`src/rtl/rmseq_pkg.sv`:
```
// Shared types for the range maintenance sequencer.
package rmseq_pkg;

    // Operation kind carried by a command and echoed on each line request.
    typedef enum logic [1:0] {
        MOP_INV_INSN    = 2'd0,
        MOP_INV_DATA    = 2'd1,
        MOP_CLEAN_DATA  = 2'd2,
        MOP_CLNINV_DATA = 2'd3
    } maint_op_e;

    // Sequencer state.
    typedef enum logic {
        SEQ_IDLE = 1'b0,
        SEQ_WALK = 1'b1
    } seq_state_e;

    // How the current cycle closes a command, if it does.
    typedef enum logic [1:0] {
        FIN_NONE  = 2'd0,
        FIN_DONE  = 2'd1,
        FIN_INTR  = 2'd2,
        FIN_ABORT = 2'd3
    } finish_e;

endpackage

```
`src/rtl/rmseq_range_check.sv`:
```
// Range check: flags a command whose start line index lies above its end
// line index. Such a command performs no line operation.
// Assumes both indices are already stripped of the in-line offset bits.
module rmseq_range_check #(
    parameter int LIDX_W = 27
) (
    input  logic [LIDX_W-1:0] start_idx,
    input  logic [LIDX_W-1:0] end_idx,
    output logic              empty
);

    // Unsigned compare of line indices only.
    always_comb begin
        empty = (start_idx > end_idx);
    end

endmodule

```
`src/rtl/rmseq_line_ctr.sv`:
```
// Line counter: holds the current line index and the end line index of the
// walk, steps the current index by one line on request, and flags when the
// current line is the last of the range.
// Assumes load and advance are never asserted together by the controller.
module rmseq_line_ctr #(
    parameter int LIDX_W = 27
) (
    input  logic              clk,
    input  logic              rst_n,
    input  logic              load,
    input  logic [LIDX_W-1:0] load_start,
    input  logic [LIDX_W-1:0] load_end,
    input  logic              advance,
    output logic [LIDX_W-1:0] cur_idx,
    output logic              at_last
);

    logic [LIDX_W-1:0] end_q;

    // Current line: loaded on accept, stepped by one on each accepted request.
    always_ff @(posedge clk) begin
        if (!rst_n) begin
            cur_idx <= '0;
        end else if (load) begin
            cur_idx <= load_start;
        end else if (advance) begin
            cur_idx <= cur_idx + 1'b1;
        end
    end

    // End line of the walk, captured once per command.
    always_ff @(posedge clk) begin
        if (!rst_n) begin
            end_q <= '0;
        end else if (load) begin
            end_q <= load_end;
        end
    end

    // Last-line flag compared on equality so a top-of-memory range ends cleanly.
    always_comb begin
        at_last = (cur_idx == end_q);
    end

    // an accepted request moves the walk forward by exactly one line.
    p_step_one_line_r3: assert property (@(posedge clk) disable iff (!rst_n)
        (advance && !load) |=> (cur_idx == $past(cur_idx) + 1'b1));

    // the walk never steps past the end line.
    p_no_overrun_r4: assert property (@(posedge clk) disable iff (!rst_n)
        advance |-> !at_last);

endmodule

```
`src/rtl/rmseq_ctrl.sv`:
```
// Controller: accepts a command when idle, gates the line request against
// interrupt and fault inputs, decides how each cycle may close the command,
// and raises the one-cycle closing pulses and the fault address.
// Assumes cur_line_addr is the address of the line currently offered.
module rmseq_ctrl
    import rmseq_pkg::*;
#(
    parameter int ADDR_W = 32
) (
    input  logic              clk,
    input  logic              rst_n,
    input  logic              cmd_valid,
    input  logic [1:0]        cmd_op,
    input  logic              empty,
    input  logic              at_last,
    input  logic              irq_req,
    input  logic              xlat_fault,
    input  logic              req_ready,
    input  logic [ADDR_W-1:0] cur_line_addr,
    output logic              cmd_ready,
    output logic              busy,
    output logic              req_valid,
    output logic [1:0]        req_op,
    output logic              load,
    output logic              advance,
    output logic              done,
    output logic              intr,
    output logic              abort,
    output logic [ADDR_W-1:0] fault_addr
);

    seq_state_e state_q;
    maint_op_e  op_q;
    finish_e    fin;
    logic       walking;
    logic       accept;
    logic       fire;

    // Handshake decode: accept when idle, offer a line only when unhindered.
    always_comb begin
        walking   = (state_q == SEQ_WALK);
        cmd_ready = !walking;
        busy      = walking;
        accept    = cmd_valid && !walking;
        load      = accept && !empty;
        req_valid = walking && !xlat_fault && !irq_req;
        fire      = req_valid && req_ready;
        advance   = fire && !at_last;
        req_op    = op_q;
    end

    // Closing decision: fault beats interrupt beats normal completion.
    always_comb begin
        fin = FIN_NONE;
        if (accept && empty) begin
            fin = FIN_DONE;
        end else if (walking) begin
            if (xlat_fault) begin
                fin = FIN_ABORT;
            end else if (irq_req) begin
                fin = FIN_INTR;
            end else if (fire && at_last) begin
                fin = FIN_DONE;
            end
        end
    end

    // State register: enter the walk on a non-empty accept, leave on any close.
    always_ff @(posedge clk) begin
        if (!rst_n) begin
            state_q <= SEQ_IDLE;
        end else if (load) begin
            state_q <= SEQ_WALK;
        end else if (fin != FIN_NONE) begin
            state_q <= SEQ_IDLE;
        end
    end

    // Operation kind captured with the command.
    always_ff @(posedge clk) begin
        if (!rst_n) begin
            op_q <= MOP_INV_INSN;
        end else if (accept) begin
            op_q <= maint_op_e'(cmd_op);
        end
    end

    // Closing pulses, each one cycle long.
    always_ff @(posedge clk) begin
        if (!rst_n) begin
            done  <= 1'b0;
            intr  <= 1'b0;
            abort <= 1'b0;
        end else begin
            done  <= (fin == FIN_DONE);
            intr  <= (fin == FIN_INTR);
            abort <= (fin == FIN_ABORT);
        end
    end

    // Fault address: the offered line when a translation fault aborts the walk.
    always_ff @(posedge clk) begin
        if (!rst_n) begin
            fault_addr <= '0;
        end else if (fin == FIN_ABORT) begin
            fault_addr <= cur_line_addr;
        end
    end

    // at most one closing pulse at a time.
    p_one_close_r6: assert property (@(posedge clk) disable iff (!rst_n)
        $onehot0({done, intr, abort}));

    // nothing is offered while idle.
    p_idle_quiet_r10: assert property (@(posedge clk) disable iff (!rst_n)
        !busy |-> !req_valid);

    // an abort reports the line offered in the cycle before.
    p_abort_addr_r8: assert property (@(posedge clk) disable iff (!rst_n)
        abort |-> (fault_addr == $past(cur_line_addr)));

    // the walk has stopped when the interrupted pulse appears.
    p_intr_stops_r7: assert property (@(posedge clk) disable iff (!rst_n)
        intr |-> (!busy && !req_valid));

    // busy has dropped when done is raised.
    p_done_idle_r6: assert property (@(posedge clk) disable iff (!rst_n)
        done |-> !busy);

endmodule

```
`src/rtl/range_maint_seq.sv`:
```
// Address range cache maintenance sequencer, top level.
// Splits a start/end virtual address range into per-line maintenance
// requests on a valid/ready handshake, inclusive of both end lines, with
// interrupt and translation-fault exits.
// Assumes the cache accepts one request per handshake and reports no miss.
module range_maint_seq #(
    parameter int ADDR_W     = 32,
    parameter int LINE_BYTES = 32
) (
    input  logic              clk,
    input  logic              rst_n,
    input  logic              cmd_valid,
    output logic              cmd_ready,
    input  logic [ADDR_W-1:0] cmd_start,
    input  logic [ADDR_W-1:0] cmd_end,
    input  logic [1:0]        cmd_op,
    input  logic              irq_req,
    input  logic              xlat_fault,
    output logic              req_valid,
    input  logic              req_ready,
    output logic [ADDR_W-1:0] req_addr,
    output logic [1:0]        req_op,
    output logic              busy,
    output logic              done,
    output logic              intr,
    output logic              abort,
    output logic [ADDR_W-1:0] fault_addr
);

    localparam int LINE_OFS = $clog2(LINE_BYTES);
    localparam int LIDX_W   = ADDR_W - LINE_OFS;

    logic [LIDX_W-1:0] start_idx;
    logic [LIDX_W-1:0] end_idx;
    logic [LIDX_W-1:0] cur_idx;
    logic              empty;
    logic              at_last;
    logic              load;
    logic              advance;
    logic              unused_ofs;

    // Strip the in-line offset; only line indices steer the walk.
    always_comb begin
        start_idx  = cmd_start[ADDR_W-1:LINE_OFS];
        end_idx    = cmd_end[ADDR_W-1:LINE_OFS];
        req_addr   = {cur_idx, {LINE_OFS{1'b0}}};
        unused_ofs = ^{cmd_start[LINE_OFS-1:0], cmd_end[LINE_OFS-1:0]};
    end

    rmseq_range_check #(.LIDX_W(LIDX_W)) u_range (
        .start_idx (start_idx),
        .end_idx   (end_idx),
        .empty     (empty)
    );

    rmseq_line_ctr #(.LIDX_W(LIDX_W)) u_lines (
        .clk        (clk),
        .rst_n      (rst_n),
        .load       (load),
        .load_start (start_idx),
        .load_end   (end_idx),
        .advance    (advance),
        .cur_idx    (cur_idx),
        .at_last    (at_last)
    );

    rmseq_ctrl #(.ADDR_W(ADDR_W)) u_ctrl (
        .clk           (clk),
        .rst_n         (rst_n),
        .cmd_valid     (cmd_valid),
        .cmd_op        (cmd_op),
        .empty         (empty),
        .at_last       (at_last),
        .irq_req       (irq_req),
        .xlat_fault    (xlat_fault),
        .req_ready     (req_ready),
        .cur_line_addr (req_addr),
        .cmd_ready     (cmd_ready),
        .busy          (busy),
        .req_valid     (req_valid),
        .req_op        (req_op),
        .load          (load),
        .advance       (advance),
        .done          (done),
        .intr          (intr),
        .abort         (abort),
        .fault_addr    (fault_addr)
    );

    // a stalled request keeps its line address and the walk stays live.
    p_stall_hold_r3: assert property (@(posedge clk) disable iff (!rst_n)
        (busy && !req_ready && !irq_req && !xlat_fault)
            |=> (busy && $stable(req_addr)));

    // every offered address is line aligned.
    p_aligned_r3: assert property (@(posedge clk) disable iff (!rst_n)
        req_valid |-> (req_addr[LINE_OFS-1:0] == '0));

endmodule

```
`config.mk`:
```
export PLATFORM = sky130hd
export DESIGN_NAME = range_maint_seq
export DESIGN_NICKNAME = d
export VERILOG_FILES = /design/src/rtl/rmseq_pkg.sv /design/src/rtl/rmseq_range_check.sv /design/src/rtl/rmseq_line_ctr.sv /design/src/rtl/rmseq_ctrl.sv /design/src/rtl/range_maint_seq.sv
export SDC_FILE = /design/constraint.sdc
export NUM_CORES = 1
export LEC_CHECK = 0
export ABC_AREA = 1
export BUFFER_PORTS_ARGS = -buffer_cell sky130_fd_sc_hd__buf_2
export CAP_MARGIN = 20
export CORE_MARGIN = 10
export CORE_UTILIZATION = 60
export CTS_BUF_LIST = sky130_fd_sc_hd__clkbuf_4 sky130_fd_sc_hd__clkbuf_8
export DETAILED_ROUTE_END_ITERATION = 16
export PLACE_DENSITY_LB_ADDON = 0.05
export SYNTH_ARGS = -nofsm -noshare
export SYNTH_HDL_FRONTEND = slang
export SYNTH_SLANG_ARGS = --single-unit
```
`constraint.sdc`:
```
create_clock -name clk -period 3.5 [get_ports clk]
set_input_delay 1.05 -clock clk [delete_from_list [all_inputs] [get_ports clk]]
set_output_delay 1.05 -clock clk [all_outputs]
set_load 0.005 [all_outputs]
```
* After elaboration in Yosys (flattened, before gate mapping)
Index checks and enable logic that the tools add are counted.
** Word-level totals
- Bits in registers :: 87
- Output and inout port bits :: 72
- Logic and storage cells :: 39
** Operators by class
- Add/sub/neg operators :: 1
- $lt $le $gt $ge :: 1
- Equal/unequal tests :: 4
- Mux-type cells :: 9
- Reduce and logical (&&, ||, !) cells :: 16
** Operator list (count)
- $mux W27 :: 2
- $add A27 B1 Y27 const B :: 1
- $eq A27 B27 Y1 :: 1
- $gt A27 B27 Y1 :: 1
- $logic_and A1 B1 Y1 :: 8
- $mux W2 :: 4
- $reduce_bool A2 Y1 :: 3
- $logic_not A1 Y1 :: 5
- $eq A2 B2 Y1 const B :: 2
- $mux W1 :: 3
- $eq A2 B1 Y1 const B :: 1

* Longest topological paths before layout
- Word-level depth :: 13
- Depth in mapped cells :: 17
- Depth with buffers taken out :: 15

* Hierarchy
A second synthesis with hierarchy kept.
** Second synthesis, totals
- Cells, all modules :: 851
- Area, all modules :: 5684.2 um^2
** Modules (own cells, without submodules)
- rmseq_line_ctr :: times used 1, cells an instance 457, area each 3120.5 um^2, seq. area each 1081.0 um^2
- rmseq_ctrl :: times used 1, cells an instance 245, area each 1692.9 um^2, seq. area each 760.7 um^2
- rmseq_range_check :: times used 1, cells an instance 143, area each 829.5 um^2, seq. area each 0.0 um^2
- range_maint_seq :: times used 1, cells an instance 6, area each 41.3 um^2, seq. area each 0.0 um^2

* Worst setup path after synthesis
No wires, ideal clock.
- Kind :: input to register
- From :: input port cmd_end[23]
- To :: register u_lines.cur_idx[18]
- Setup time :: 135 ps
- Data arrival time :: 2477 ps
- Slack :: 888 ps
- Cell stages on the path :: 11
- Buffers on the path :: 1
- Path through :: inv_1 -> ha_1 -> nand2_1 -> nor2_1 -> nand4_1 -> nand3b_2 -> nand2_4 -> clkbuf_1 -> nand3b_1 -> nand2_1 -> a21oi_1
** Between the ends
- Longest elaborated chain between the ends :: 4
** RTL lines
- start, declared :: line range_maint_seq.sv:15 : input logic [ADDR_W-1:0] cmd_end,
- $gt A27 B27 Y1 * :: line rmseq_range_check.sv:14 : empty = (start_idx > end_idx);
- $logic_not A1 Y1 * :: line rmseq_ctrl.sv:45 : load = accept && !empty;
- $logic_and A1 B1 Y1 * :: line rmseq_ctrl.sv:45
- $mux W27 or $reduce_bool A2 Y1 (tied branches)
- end signal, assigned :: line rmseq_line_ctr.sv:25 : cur_idx <= load_start;
- end signal, assigned :: line rmseq_line_ctr.sv:27 : cur_idx <= cur_idx + 1'b1;
- end, declared :: line rmseq_line_ctr.sv:14 : output logic [LIDX_W-1:0] cur_idx,
Every way passes the cells marked *; elsewhere a longest branch is shown, timed or not.
A chain may end at the register's enable or synchronous reset.

* Final worst setup path
- From :: input port cmd_end[15]
- To :: register u_lines.cur_idx[6]
Same word-level chain as after synthesis.

==> metrics.md <==
| Metric | Value |
|---|---|
| Status | `complete, no violations` |
| Worst-Skew Late Latency | `approximately 360 ps` |
| Cell mode on critical path | `nand2_1` |
| CTS tree | `done` |
| Logic gate share of total power | `22.9%` |
| Placed cell count | `1036` |
| Worst Hold End | `u_ctrl.fault_addr[25]` |
| # H-tree levels | `3` |
| Die Span X | `approximately 120 um` |
| Post-CTS Setup Repair Bufs | `0` |
| Antenna Nets Post-Route | `0` |
| CTS Buf Count | `9` |
| Final Hold Viols | `0` |
| Final nets | `around 1.0k` |
| Max-cap violation count | `0` |
| CP endpoint kind | `register` |
| Fill cells | `a little under 800` |
| Internal power | `about 1.7 mW` |
| # rows | `34` |
| Power Total | `2.457 mW` |
| Total grt overflow | `0` |
| Max VDD drop | `0.2047 mV` |
| Tot GR Track Use | `24.61%` |
| Critical path peak fanout | `44` |
| Clock-pin transition on the worst setup and hold timing paths | `roughly 90 ps` |
| Adder-Cell Fraction of Synth Area | `about 6.3%` |
| Vert. Die Dim | `between 100 and 150 um` |
| Pin slew with the least headroom to its limit | `approximately 560 ps` |
| Initial DRC Count | `between 500 and 600` |
| Rel. slew slack | `about 63%` |
| Largest family of logic cells by synthesized area | `simple AND/OR/NAND/NOR gates` |
| F_max | `~360 MHz` |
| Reg-to-Reg End | `u_lines.cur_idx[26]` |
| Routability Congestion | `approximately 0.93` |
| Yosys reg bits | `a little under 90` |
| Top FF cell, synth | `dfxtp_1` |
| Final core occ | `71.45%` |
| Number of port buffers | `123` |
| Clock root buffer | `clkbuf_8` |
| Largest net degree at the start of global routing | `56` |
| Max incr delay on CP | `between 200 and 300 ps` |
| Mux cell area share after synthesis | `0%` |
| # IOs | `about 140` |
| Routed via count | `5796` |
| 1st-pass router iterations | `6` |
| WS Path Type | `input pin to register` |
| Unrepaired setup endpoints after global routing | `no` |
| Worst r2r src | `u_lines.cur_idx[7]` |
| Hold depth | `2` |
| Register area share after synthesis | `31.53%` |
| Area of the multi-input gates | `around 3200 um2` |
| Area delta synth->final | `14.45%` |
| Hold path start | `u_ctrl.fault_addr[25]` |
| Leakage power | `3.103 nW` |
| Switching part of the total | `approximately 32%` |
| Leading cell types in the layout, fill and taps excluded | `nand2_1, buf_2, nor2_1` |
| Fin cells | `~1.1k` |
| DR vias/cell | `around 5.5` |
| Starting Density | `62.43%` |
| Syn Inst Count | `834` |
| Compound-cell area share of the yosys netlist | `about 11%` |
| Die Area | `13440 um2` |
| WP data required | `roughly 3700 ps` |
| Clk network pwr share | `between 30% and 40%` |
| Fin crit period | `2744 ps` |
| Cell Chain, Critical Path | `buf_2 -> inv_1 -> ha_1 -> nand2_1 -> nor2_2 -> and2_1 -> nand2_1 -> nand3_1 -> nand2_1 -> nand2_2 -> nand2_4 -> nand2_2 -> buf_12 -> nand2_1 -> nand2_1 -> a21oi_1` |
| Clk_skew | `~12 ps` |
| CTS sink cnt | `just under 90` |
| Syn_area_per_cell | `between 6 and 7 um2` |
| Vias in the first global route | `5363` |
| Crit path max-delay cell type | `ha_1` |
| Initial antenna violation count | `0` |
| Drt wl/cell | `~16 um` |
| Power per Cell Area | `a little under 400 nW/um2` |
| Cts repair resizes | `0` |
| Worst path depth | `16` |
| # diodes | `0` |
| Hold Path Class | `register to register` |
| Synthesis Warnings | `0` |
| Final worst path period share | `about four fifths` |
| DRC viols | `0` |
| Core ar. | `~8800 um2` |
| Delay-heaviest family, CP | `simple AND/OR/NAND/NOR gates` |
| Buf/Inv on CP | `3` |
| Cell area after synthesis | `around 5500 um2` |
| Sequential Area | `about 1700 um2` |
| DP Wirelength | `roughly 13000 um` |
| CTS max path bufs | `2` |
| Setup Viol. Count Final | `0` |
| Worst EP arrival | `around 3000 ps` |
| Slew Limit Fails | `0` |
| Sw power | `a little under 0.8 mW` |
| Commonest non-fill, non-tap cell in the layout | `nand2_1` |
| XOR/XNOR share of the synthesized area | `4.598%` |
| Hold Buf Count CTS | `0` |
| Simple-Gate Fraction of Synth Area | `34.70%` |
| Yosys cell types | `32` |
| Setup TNS | `0 ps` |
| R2R setup slack | `1110 ps` |
| EDFF count, synth | `0` |
| CP Launch Type | `input pin` |
| First-pass GRT wire length | `between 20000 and 30000 um` |
| Total Wirelength | `approximately 17000 um` |
| Share of cells above drive strength 1 | `about a fifth` |
| R2R cell count | `11` |
| Sequential share of power | `between 40% and 50%` |
| Asr flop ratio synth | `0%` |
## synthesized netlist by cell type (3+ instances only)
cell,instances,area [um2]
inv_1,85,319.1
nor2_2,4,25.02
a21oi_1,74,370.4
clkbuf_1,16,60.06
nand2_1,176,660.6
buf_6,7,78.83
nand4_1,11,68.82
xor2_1,21,183.9
buf_2,8,40.04
buf_4,14,105.1
dfxtp_1,87,1742
nor2_1,118,442.9
inv_2,12,45.04
ha_1,28,350.3
xnor2_1,8,70.07
nor3_1,13,65.06
nand3_1,71,355.3
a21oi_2,3,26.28
nand2_2,4,25.02
nand3b_1,18,135.1
nand3_2,4,40.04
o21ai_1,18,90.09
o21ai_0,19,95.09
## power by group through the flow
stage          registers (mW)  clock network [mW]  logic [mW]
5_1_grt                  1.16               0.800       0.633
2_1_floorplan            1.15                   0       0.387
3_3_place_gp             1.17                   0       0.535
6_report                 1.15               0.746       0.562
3_5_place_dp             1.17                   0       0.554
4_1_cts                  1.15               0.752       0.557
## worst max path at each step
| stage | start | end |
|---|---|---|
| floorplan | cmd_end[23] | u_lines.cur_idx[18] |
| global placement | cmd_end[15] | u_lines.end_q[6] |
| detailed placement | cmd_end[15] | u_lines.cur_idx[6] |
| CTS | cmd_end[15] | u_lines.cur_idx[6] |
| global route | cmd_end[15] | u_lines.cur_idx[6] |
| finish | cmd_end[15] | u_lines.cur_idx[6] |
## tightest hold or removal path, stage by stage, from the launching register on
cell and delay, ps:
dfxtp_1 320, inv_1 40, a21oi_1 50
## layer usage
layer  vias up  track usage [%]  share of wire [%]
met2       310            37.88                 44
met4         0            5.922                1.1
li1       2865                -                  -
met3        25            5.013                 10
met1      2596            34.49                 45
met5         -                0                  0
## cells by family after synthesis
logic type | count (synthesis)
simple gates | 428
buf+inv | 145
compound gates | 116
flops | 87
xor+xnor | 29
fa+ha+maj | 28
other cells | 1
## registers in the layout (all words and copies together) (netlist names)
register and count:
u_ctrl.req_op 2, u_ctrl.intr 1, u_ctrl.fault_addr 27, u_ctrl.busy 1, u_ctrl.abort 1, u_lines.cur_idx 27, u_lines.end_q 27, u_ctrl.done 1
## cell type report
cell class / count / share of cell area [%]
Multi-Input combinational cell: 611 / 49.91
Sequential cell: 87 / 27.55
Timing Repair Buffer: 133 / 11.32
Inverter: 97 / 5.759
Clock buffer: 12 / 2.513
Tap cell: 108 / 2.137
Clock inverter: 4 / 0.8114
## per-stage QoR
| stage | setup WS, ps | area [um2] | hold WS [ps] |
|---|---|---|---|
| after floorplan | 887.7 | 5558 | 440.4 |
| after global placement | 477.4 | 6112 | 429.1 |
| after detailed placement | 385.1 | 6112 | 437.1 |
| after CTS | 770.2 | 6322 | 451.0 |
| after global routing | 618.7 | 6322 | 474.8 |
| final | 755.9 | 6322 | 448.6 |
Note: power is estimated with default switching activity, not from simulation.
